### config.mk
export PLATFORM = sky130hd
export DESIGN_NAME = tmr_flag_ctrl
export DESIGN_NICKNAME = d
export VERILOG_FILES = /design/src/rtl/tfc_pkg.sv /design/src/rtl/tfc_cfg_regs.sv /design/src/rtl/tfc_clear_decode.sv /design/src/rtl/tfc_flag_bank.sv /design/src/rtl/tfc_irq_combine.sv /design/src/rtl/tmr_flag_ctrl.sv
export SDC_FILE = /design/constraint.sdc
export NUM_CORES = 1
export LEC_CHECK = 0
export BUFFER_PORTS_ARGS = -buffer_cell sky130_fd_sc_hd__buf_2
export CORE_MARGIN = 1.5
export CORE_UTILIZATION = 35
export CTS_BUF_LIST = sky130_fd_sc_hd__clkbuf_8 sky130_fd_sc_hd__clkbuf_16
export DETAILED_ROUTE_END_ITERATION = 12
export PLACE_DENSITY = 0.66
export SYNTH_ARGS = -nofsm -noshare
export SYNTH_HDL_FRONTEND = slang
export SYNTH_SLANG_ARGS = --single-unit
### constraint.sdc
create_clock -name clk_i -period 3.36 [get_ports clk_i]
set_clock_uncertainty 0.15 [all_clocks]
set_input_delay 1.008 -clock clk_i [delete_from_list [all_inputs] [get_ports clk_i]]
set_output_delay 1.008 -clock clk_i [all_outputs]
set_load 0.005 [all_outputs]
### src/rtl/tfc_pkg.sv
package tfc_pkg;
    localparam int ADDR_W = 8;
    localparam int MISC_W = 5;

    // misc flag bit positions
    localparam int MB_CNT_OVF  = 0;
    localparam int MB_PA_OVF   = 1;
    localparam int MB_PA_EDGE  = 2;
    localparam int MB_PB_OVF   = 3;
    localparam int MB_MOD_ZERO = 4;

    // register bus addresses
    localparam logic [ADDR_W-1:0] A_FLAG_CH   = 8'h00;
    localparam logic [ADDR_W-1:0] A_FLAG_MISC = 8'h01;
    localparam logic [ADDR_W-1:0] A_CTRL      = 8'h02;
    localparam logic [ADDR_W-1:0] A_CH_MODE   = 8'h03;
    localparam logic [ADDR_W-1:0] A_EN_CH     = 8'h04;
    localparam logic [ADDR_W-1:0] A_EN_MISC   = 8'h05;
    localparam logic [ADDR_W-1:0] A_CH_DATA   = 8'h10;
    localparam logic [ADDR_W-1:0] A_CNT       = 8'h18;
    localparam logic [ADDR_W-1:0] A_PA_CNT    = 8'h1A;
    localparam logic [ADDR_W-1:0] A_PB_CNT    = 8'h1C;
    localparam logic [ADDR_W-1:0] A_MOD_CNT   = 8'h1E;

    // two-byte counters: match ignoring the low address bit
    function automatic logic pair_hit(input logic [ADDR_W-1:0] addr,
                                      input logic [ADDR_W-1:0] base);
        return addr[ADDR_W-1:1] == base[ADDR_W-1:1];
    endfunction
endpackage

### src/rtl/tfc_cfg_regs.sv
module tfc_cfg_regs
    import tfc_pkg::*;
#(
    parameter int NUM_CH = 8,
    parameter int DATA_W = 8
) (
    input  logic                 clk_i,
    input  logic                 rst_ni,
    input  logic [ADDR_W-1:0]    addr_i,
    input  logic                 wr_i,
    input  logic [DATA_W-1:0]    wdata_i,
    output logic                 fast_o,
    output logic [NUM_CH-1:0]    ch_cmp_o,
    output logic [NUM_CH-1:0]    en_ch_o,
    output logic [MISC_W-1:0]    en_misc_o
);
    typedef struct packed {
        logic                fast;
        logic [NUM_CH-1:0]   cmp;
        logic [NUM_CH-1:0]   en_ch;
        logic [MISC_W-1:0]   en_misc;
    } cfg_t;

    cfg_t cfg_d, cfg_q;

    always_comb begin
        cfg_d = cfg_q;
        if (wr_i) begin
            unique case (addr_i)
                A_CTRL:    cfg_d.fast    = wdata_i[0];
                A_CH_MODE: cfg_d.cmp     = wdata_i[NUM_CH-1:0];
                A_EN_CH:   cfg_d.en_ch   = wdata_i[NUM_CH-1:0];
                A_EN_MISC: cfg_d.en_misc = wdata_i[MISC_W-1:0];
                default:   ;
            endcase
        end
    end

    always_ff @(posedge clk_i or negedge rst_ni) begin
        if (!rst_ni) cfg_q <= '0;
        else         cfg_q <= cfg_d;
    end

    assign fast_o    = cfg_q.fast;
    assign ch_cmp_o  = cfg_q.cmp;
    assign en_ch_o   = cfg_q.en_ch;
    assign en_misc_o = cfg_q.en_misc;
endmodule

### src/rtl/tfc_clear_decode.sv
module tfc_clear_decode
    import tfc_pkg::*;
#(
    parameter int NUM_CH = 8,
    parameter int DATA_W = 8
) (
    input  logic [ADDR_W-1:0]  addr_i,
    input  logic               rd_i,
    input  logic               wr_i,
    input  logic [DATA_W-1:0]  wdata_i,
    input  logic               fast_i,
    input  logic [NUM_CH-1:0]  ch_cmp_i,
    output logic [NUM_CH-1:0]  clr_ch_o,
    output logic [MISC_W-1:0]  clr_misc_o
);
    logic               acc;
    logic [NUM_CH-1:0]  fast_ch;
    logic [MISC_W-1:0]  fast_misc;

    assign acc = rd_i | wr_i;

    // per channel: the access kind that clears follows the channel mode
    for (genvar g = 0; g < NUM_CH; g++) begin : g_ch
        logic hit;
        assign hit        = (addr_i == A_CH_DATA + ADDR_W'(g));
        assign fast_ch[g] = hit & (ch_cmp_i[g] ? wr_i : rd_i);
    end

    always_comb begin
        fast_misc              = '0;
        fast_misc[MB_CNT_OVF]  = acc & pair_hit(addr_i, A_CNT);
        fast_misc[MB_PA_OVF]   = acc & pair_hit(addr_i, A_PA_CNT);
        fast_misc[MB_PA_EDGE]  = acc & pair_hit(addr_i, A_PA_CNT);
        fast_misc[MB_PB_OVF]   = acc & pair_hit(addr_i, A_PB_CNT);
        fast_misc[MB_MOD_ZERO] = acc & pair_hit(addr_i, A_MOD_CNT);
    end

    always_comb begin
        clr_ch_o   = '0;
        clr_misc_o = '0;
        if (fast_i) begin
            clr_ch_o   = fast_ch;
            clr_misc_o = fast_misc;
        end else if (wr_i) begin
            if (addr_i == A_FLAG_CH)   clr_ch_o   = wdata_i[NUM_CH-1:0];
            if (addr_i == A_FLAG_MISC) clr_misc_o = wdata_i[MISC_W-1:0];
        end
    end
endmodule

### src/rtl/tfc_flag_bank.sv
module tfc_flag_bank #(
    parameter int W = 8
) (
    input  logic          clk_i,
    input  logic          rst_ni,
    input  logic [W-1:0]  set_i,
    input  logic [W-1:0]  clr_i,
    output logic [W-1:0]  flags_o
);
    typedef struct packed {
        logic [W-1:0] flags;
    } bank_t;

    bank_t bank_d, bank_q;

    // set has priority so that no event is dropped
    always_comb begin
        bank_d       = bank_q;
        bank_d.flags = (bank_q.flags & ~clr_i) | set_i;
    end

    always_ff @(posedge clk_i or negedge rst_ni) begin
        if (!rst_ni) bank_q <= '0;
        else         bank_q <= bank_d;
    end

    assign flags_o = bank_q.flags;
endmodule

### src/rtl/tfc_irq_combine.sv
module tfc_irq_combine
    import tfc_pkg::*;
#(
    parameter int NUM_CH = 8
) (
    input  logic [NUM_CH-1:0]  flags_ch_i,
    input  logic [MISC_W-1:0]  flags_misc_i,
    input  logic [NUM_CH-1:0]  en_ch_i,
    input  logic [MISC_W-1:0]  en_misc_i,
    output logic               irq_o
);
    assign irq_o = (|(flags_ch_i & en_ch_i)) | (|(flags_misc_i & en_misc_i));
endmodule

### src/rtl/tmr_flag_ctrl.sv
module tmr_flag_ctrl
    import tfc_pkg::*;
#(
    parameter int NUM_CH = 8,
    parameter int DATA_W = 8
) (
    input  logic                clk_i,
    input  logic                rst_ni,
    input  logic [7:0]          bus_addr_i,
    input  logic                bus_rd_i,
    input  logic                bus_wr_i,
    input  logic [DATA_W-1:0]   bus_wdata_i,
    input  logic [NUM_CH-1:0]   ev_ch_i,
    input  logic                ev_cnt_ovf_i,
    input  logic                ev_pa_ovf_i,
    input  logic                ev_pa_edge_i,
    input  logic                ev_pb_ovf_i,
    input  logic                ev_mod_zero_i,
    output logic [NUM_CH-1:0]   flags_ch_o,
    output logic [4:0]          flags_misc_o,
    output logic                irq_o
);
    logic                fast_mode;
    logic [NUM_CH-1:0]   ch_cmp, en_ch, clr_ch;
    logic [MISC_W-1:0]   en_misc, clr_misc, ev_misc;

    always_comb begin
        ev_misc              = '0;
        ev_misc[MB_CNT_OVF]  = ev_cnt_ovf_i;
        ev_misc[MB_PA_OVF]   = ev_pa_ovf_i;
        ev_misc[MB_PA_EDGE]  = ev_pa_edge_i;
        ev_misc[MB_PB_OVF]   = ev_pb_ovf_i;
        ev_misc[MB_MOD_ZERO] = ev_mod_zero_i;
    end

    tfc_cfg_regs #(.NUM_CH(NUM_CH), .DATA_W(DATA_W)) cfg_i (
        .clk_i     (clk_i),
        .rst_ni    (rst_ni),
        .addr_i    (bus_addr_i),
        .wr_i      (bus_wr_i),
        .wdata_i   (bus_wdata_i),
        .fast_o    (fast_mode),
        .ch_cmp_o  (ch_cmp),
        .en_ch_o   (en_ch),
        .en_misc_o (en_misc)
    );

    tfc_clear_decode #(.NUM_CH(NUM_CH), .DATA_W(DATA_W)) dec_i (
        .addr_i     (bus_addr_i),
        .rd_i       (bus_rd_i),
        .wr_i       (bus_wr_i),
        .wdata_i    (bus_wdata_i),
        .fast_i     (fast_mode),
        .ch_cmp_i   (ch_cmp),
        .clr_ch_o   (clr_ch),
        .clr_misc_o (clr_misc)
    );

    tfc_flag_bank #(.W(NUM_CH)) ch_bank_i (
        .clk_i   (clk_i),
        .rst_ni  (rst_ni),
        .set_i   (ev_ch_i),
        .clr_i   (clr_ch),
        .flags_o (flags_ch_o)
    );

    tfc_flag_bank #(.W(MISC_W)) misc_bank_i (
        .clk_i   (clk_i),
        .rst_ni  (rst_ni),
        .set_i   (ev_misc),
        .clr_i   (clr_misc),
        .flags_o (flags_misc_o)
    );

    tfc_irq_combine #(.NUM_CH(NUM_CH)) irq_i (
        .flags_ch_i   (flags_ch_o),
        .flags_misc_i (flags_misc_o),
        .en_ch_i      (en_ch),
        .en_misc_i    (en_misc),
        .irq_o        (irq_o)
    );
endmodule

==> run summary <==
status: complete, no violations
drt wl/cell: 17.7 microns
Max Root-Sink Buffers: 2
Reg clk slew, reported paths: 0.07 ns
family with the most delay on the worst path: flip-flops
Total GRT Usage: 18.7%
mapped cell area: 1840 sq um
first-pass GRT wire length: 7730 microns
CTS tree: built
worst-path cell chain: a222oi_1, and3_1, nand3_1, buf_2
Comb pwr share: 11.9%
fmax: 375 MHz
Top FF cell, synth: dfrtp_1
CTS sink cnt: 35
post-synth top area share: 47.6%
max cap viols: 0
Tot Pwr: 0.880 mW
RR Endpoint: ch_bank_i.flags_o[1]
Worst-Skew Late Latency: 0.28 ns
WL final: 4780 microns
RR Startpoint: cfg_i.fast_o
hold path startpoint: cfg_i.en_ch_o[7]
Net Sw Frac: 24.2%
GR peak layer: met2
synth top area cells: dfrtp_1 48%, mux2_2 8.6%, mux2_4 6.5%
CP Depth: 4
ANT cells: 0
vias in the first global route: 1,515
Cell Pwr Density: 395 nW/um^2
M3 GR Usage: 3.97%
DIE HEIGHT: 75.5 microns
Ports: 47
slowest CP cell: dfrtp_1
root buffer cell: clkbuf_8
minimum clock period: 2.67 ns
CTS H-Tree Depth: 2
fraction of layout cells with a size suffix above 1: 45.0%
library cells used by synthesis: 35
Die X: 75.5 microns
Worst Reg-to-Reg Cells: 3
WP data arrival: 1.51 ns
Hold Path Sink: cfg_i.en_ch_o[7]
CP max stage delay: 0.40 ns
ys async rst share: 100%
# rows: 26
Resize count post-CTS: 0
Leak: 1.00 nW
Synth area leader: dfrtp_1
Post-CTS Hold Buffers: 0
initial antenna violation count: 0
clock power share: 37.7%
Placed Area: 2130 sq um
Final Instance Area: 2230 sq um
FF+latch count, synth: 35
vias post-DR: 1,469
Max VDD drop: 0.000165 V
post-route ant nets: 0
Synth Instances: 152
routed vias/inst: 5.44
Final GP Congestion: 0.827
Crit Path Class: reg -> out
CP max FO: 2
Reg power frac: 50.3%
largest net degree at the start of global routing: 36
hold_ws: 0.366 ns
die area: 5710 sq um
Worst-Margin Slew: 0.803 ns
TritonRoute pass-1 iters: 4
switching pwr: 0.213 mW
Initial Util: 36.3%
1st-iter DRT viols: 56
Post-synth EDFFs: 0
crit start category: flop
Final nets: 232
worst path bufs/invs: 1
Syn Nets: 185
Final Slew Violations: 0
Internal: 0.667 mW
Hold Path Stages: 1
Seq/Total Area, Yosys: 47.6%
dpl hpwl: 3590 microns
Required @ worst endpoint: 2.20 ns
port bufs: 46
total CTS buffers: 5
grt ovf: 0
register-to-register setup slack: 1.51 ns
Final setup viols: 0
met1 usage: 24.8%
Synthesis Warnings: 0
critical path endpoint category: primary output
worst min-delay path class: reg -> reg
# Post-CTS Setup Buffers: 0
relative slew slack: 46.5%
Fillers: 512
grt met2 use: 30.5%
unrepaired setup endpoints after global routing: false
DRC viols: 0
Layout area overhead: 21.1%
part of the cycle the worst path needs: 79.4%
Core Box Area: 5070 sq um
Mean Syn Cell Area: 12.1 sq um
Fin Setup TNS: 0 ns
Final Hold Vio Count: 0
-- synth_stat cells, drive strengths merged, types with 2 or more instances --
master,instances
a31o,5
buf,6
or3b,3
dfrtp,35
mux2,22
nor3,4
mux2i,8
and3b,2
inv,8
a22oi,3
nor2b,2
nand4,9
clkbuf,3
nor4,9
nand3,2
nand3b,3
or3,3
o21bai,8
o41ai,8
-- metal layers --
layer / wire length (microns) / share of wire, %
met2: 2250 / 47
met3: 252 / 5.3
met5: 0 / 0
met4: 52 / 1.1
met1: 2230 / 47
-- cells in the final DEF, fill, tap and decap left out, types with 5 or more instances in the layout --
cell / instances
clkbuf_8: 7
dfrtp_1: 35
mux2_2: 14
mux2i_1: 8
inv_1: 9
o41ai_1: 8
a31o_2: 5
mux2_4: 8
nor4_1: 9
buf_2: 46
nand4_1: 9
o21bai_1: 8
-- worst max path at each step --
stage	from	endpoint
after CTS	ch_bank_i.flags_o[2]	irq_o
after floorplan	bus_addr_i[1]	cfg_i.en_ch_o[0]
final	cfg_i.en_ch_o[2]	irq_o
after global routing	ch_bank_i.flags_o[2]	irq_o
after detailed placement	bus_addr_i[5]	cfg_i.en_ch_o[1]
after global placement	bus_addr_i[5]	cfg_i.en_ch_o[4]
-- stage by stage --
| step | setup WS (ns) | instances | util, % |
|---|---|---|---|
| floorplan | 0.739 | 152 | - |
| global placement | 0.449 | 262 | 42.0 |
| detailed placement | 0.436 | 262 | 42.0 |
| CTS | 0.693 | 270 | 43.9 |
| global route | 0.597 | 270 | 43.9 |
| finish | 0.692 | 270 | 43.9 |
-- power by group through the flow --
stage,clock [mW],sequential [mW],combinational (mW)
final,0.332,0.443,0.105
after detailed placement,0,0.451,0.105
after CTS,0.341,0.443,0.106
after floorplan,0,0.448,0.0557
after global placement,0,0.450,0.104
after global routing,0.354,0.444,0.118
-- cell families after synthesis --
| kind of cell | after synthesis | share of synthesized area [%] |
|---|---|---|
| simple gates | 43 | 16.4 |
| flops | 35 | 47.6 |
| mux | 30 | 19.4 |
| compound gates | 27 | 12.2 |
| buf+inv | 17 | 4.48 |
-- state kept, by name (all words and copies together), names as in the netlist --
signal / flops
cfg_i.en_ch_o: 8
misc_bank_i.flags_o: 5
cfg_i.en_misc_o: 5
cfg_i.ch_cmp_o: 8
ch_bank_i.flags_o: 8
cfg_i.fast_o: 1
-- area by class of cell --
class / instances / area (sq um) / area share, %
multi-input combinational: 100 / 883 / 39.6
sequential: 35 / 876 / 39.3
timing repair buffer: 49 / 253 / 11.3
clock buffer: 7 / 96.3 / 4.32
tap: 70 / 87.6 / 3.93
inverter: 8 / 30.0 / 1.35
clock inverter: 1 / 3.75 / 0.168
No activity file was read; power rests on OpenSTA's default activity.
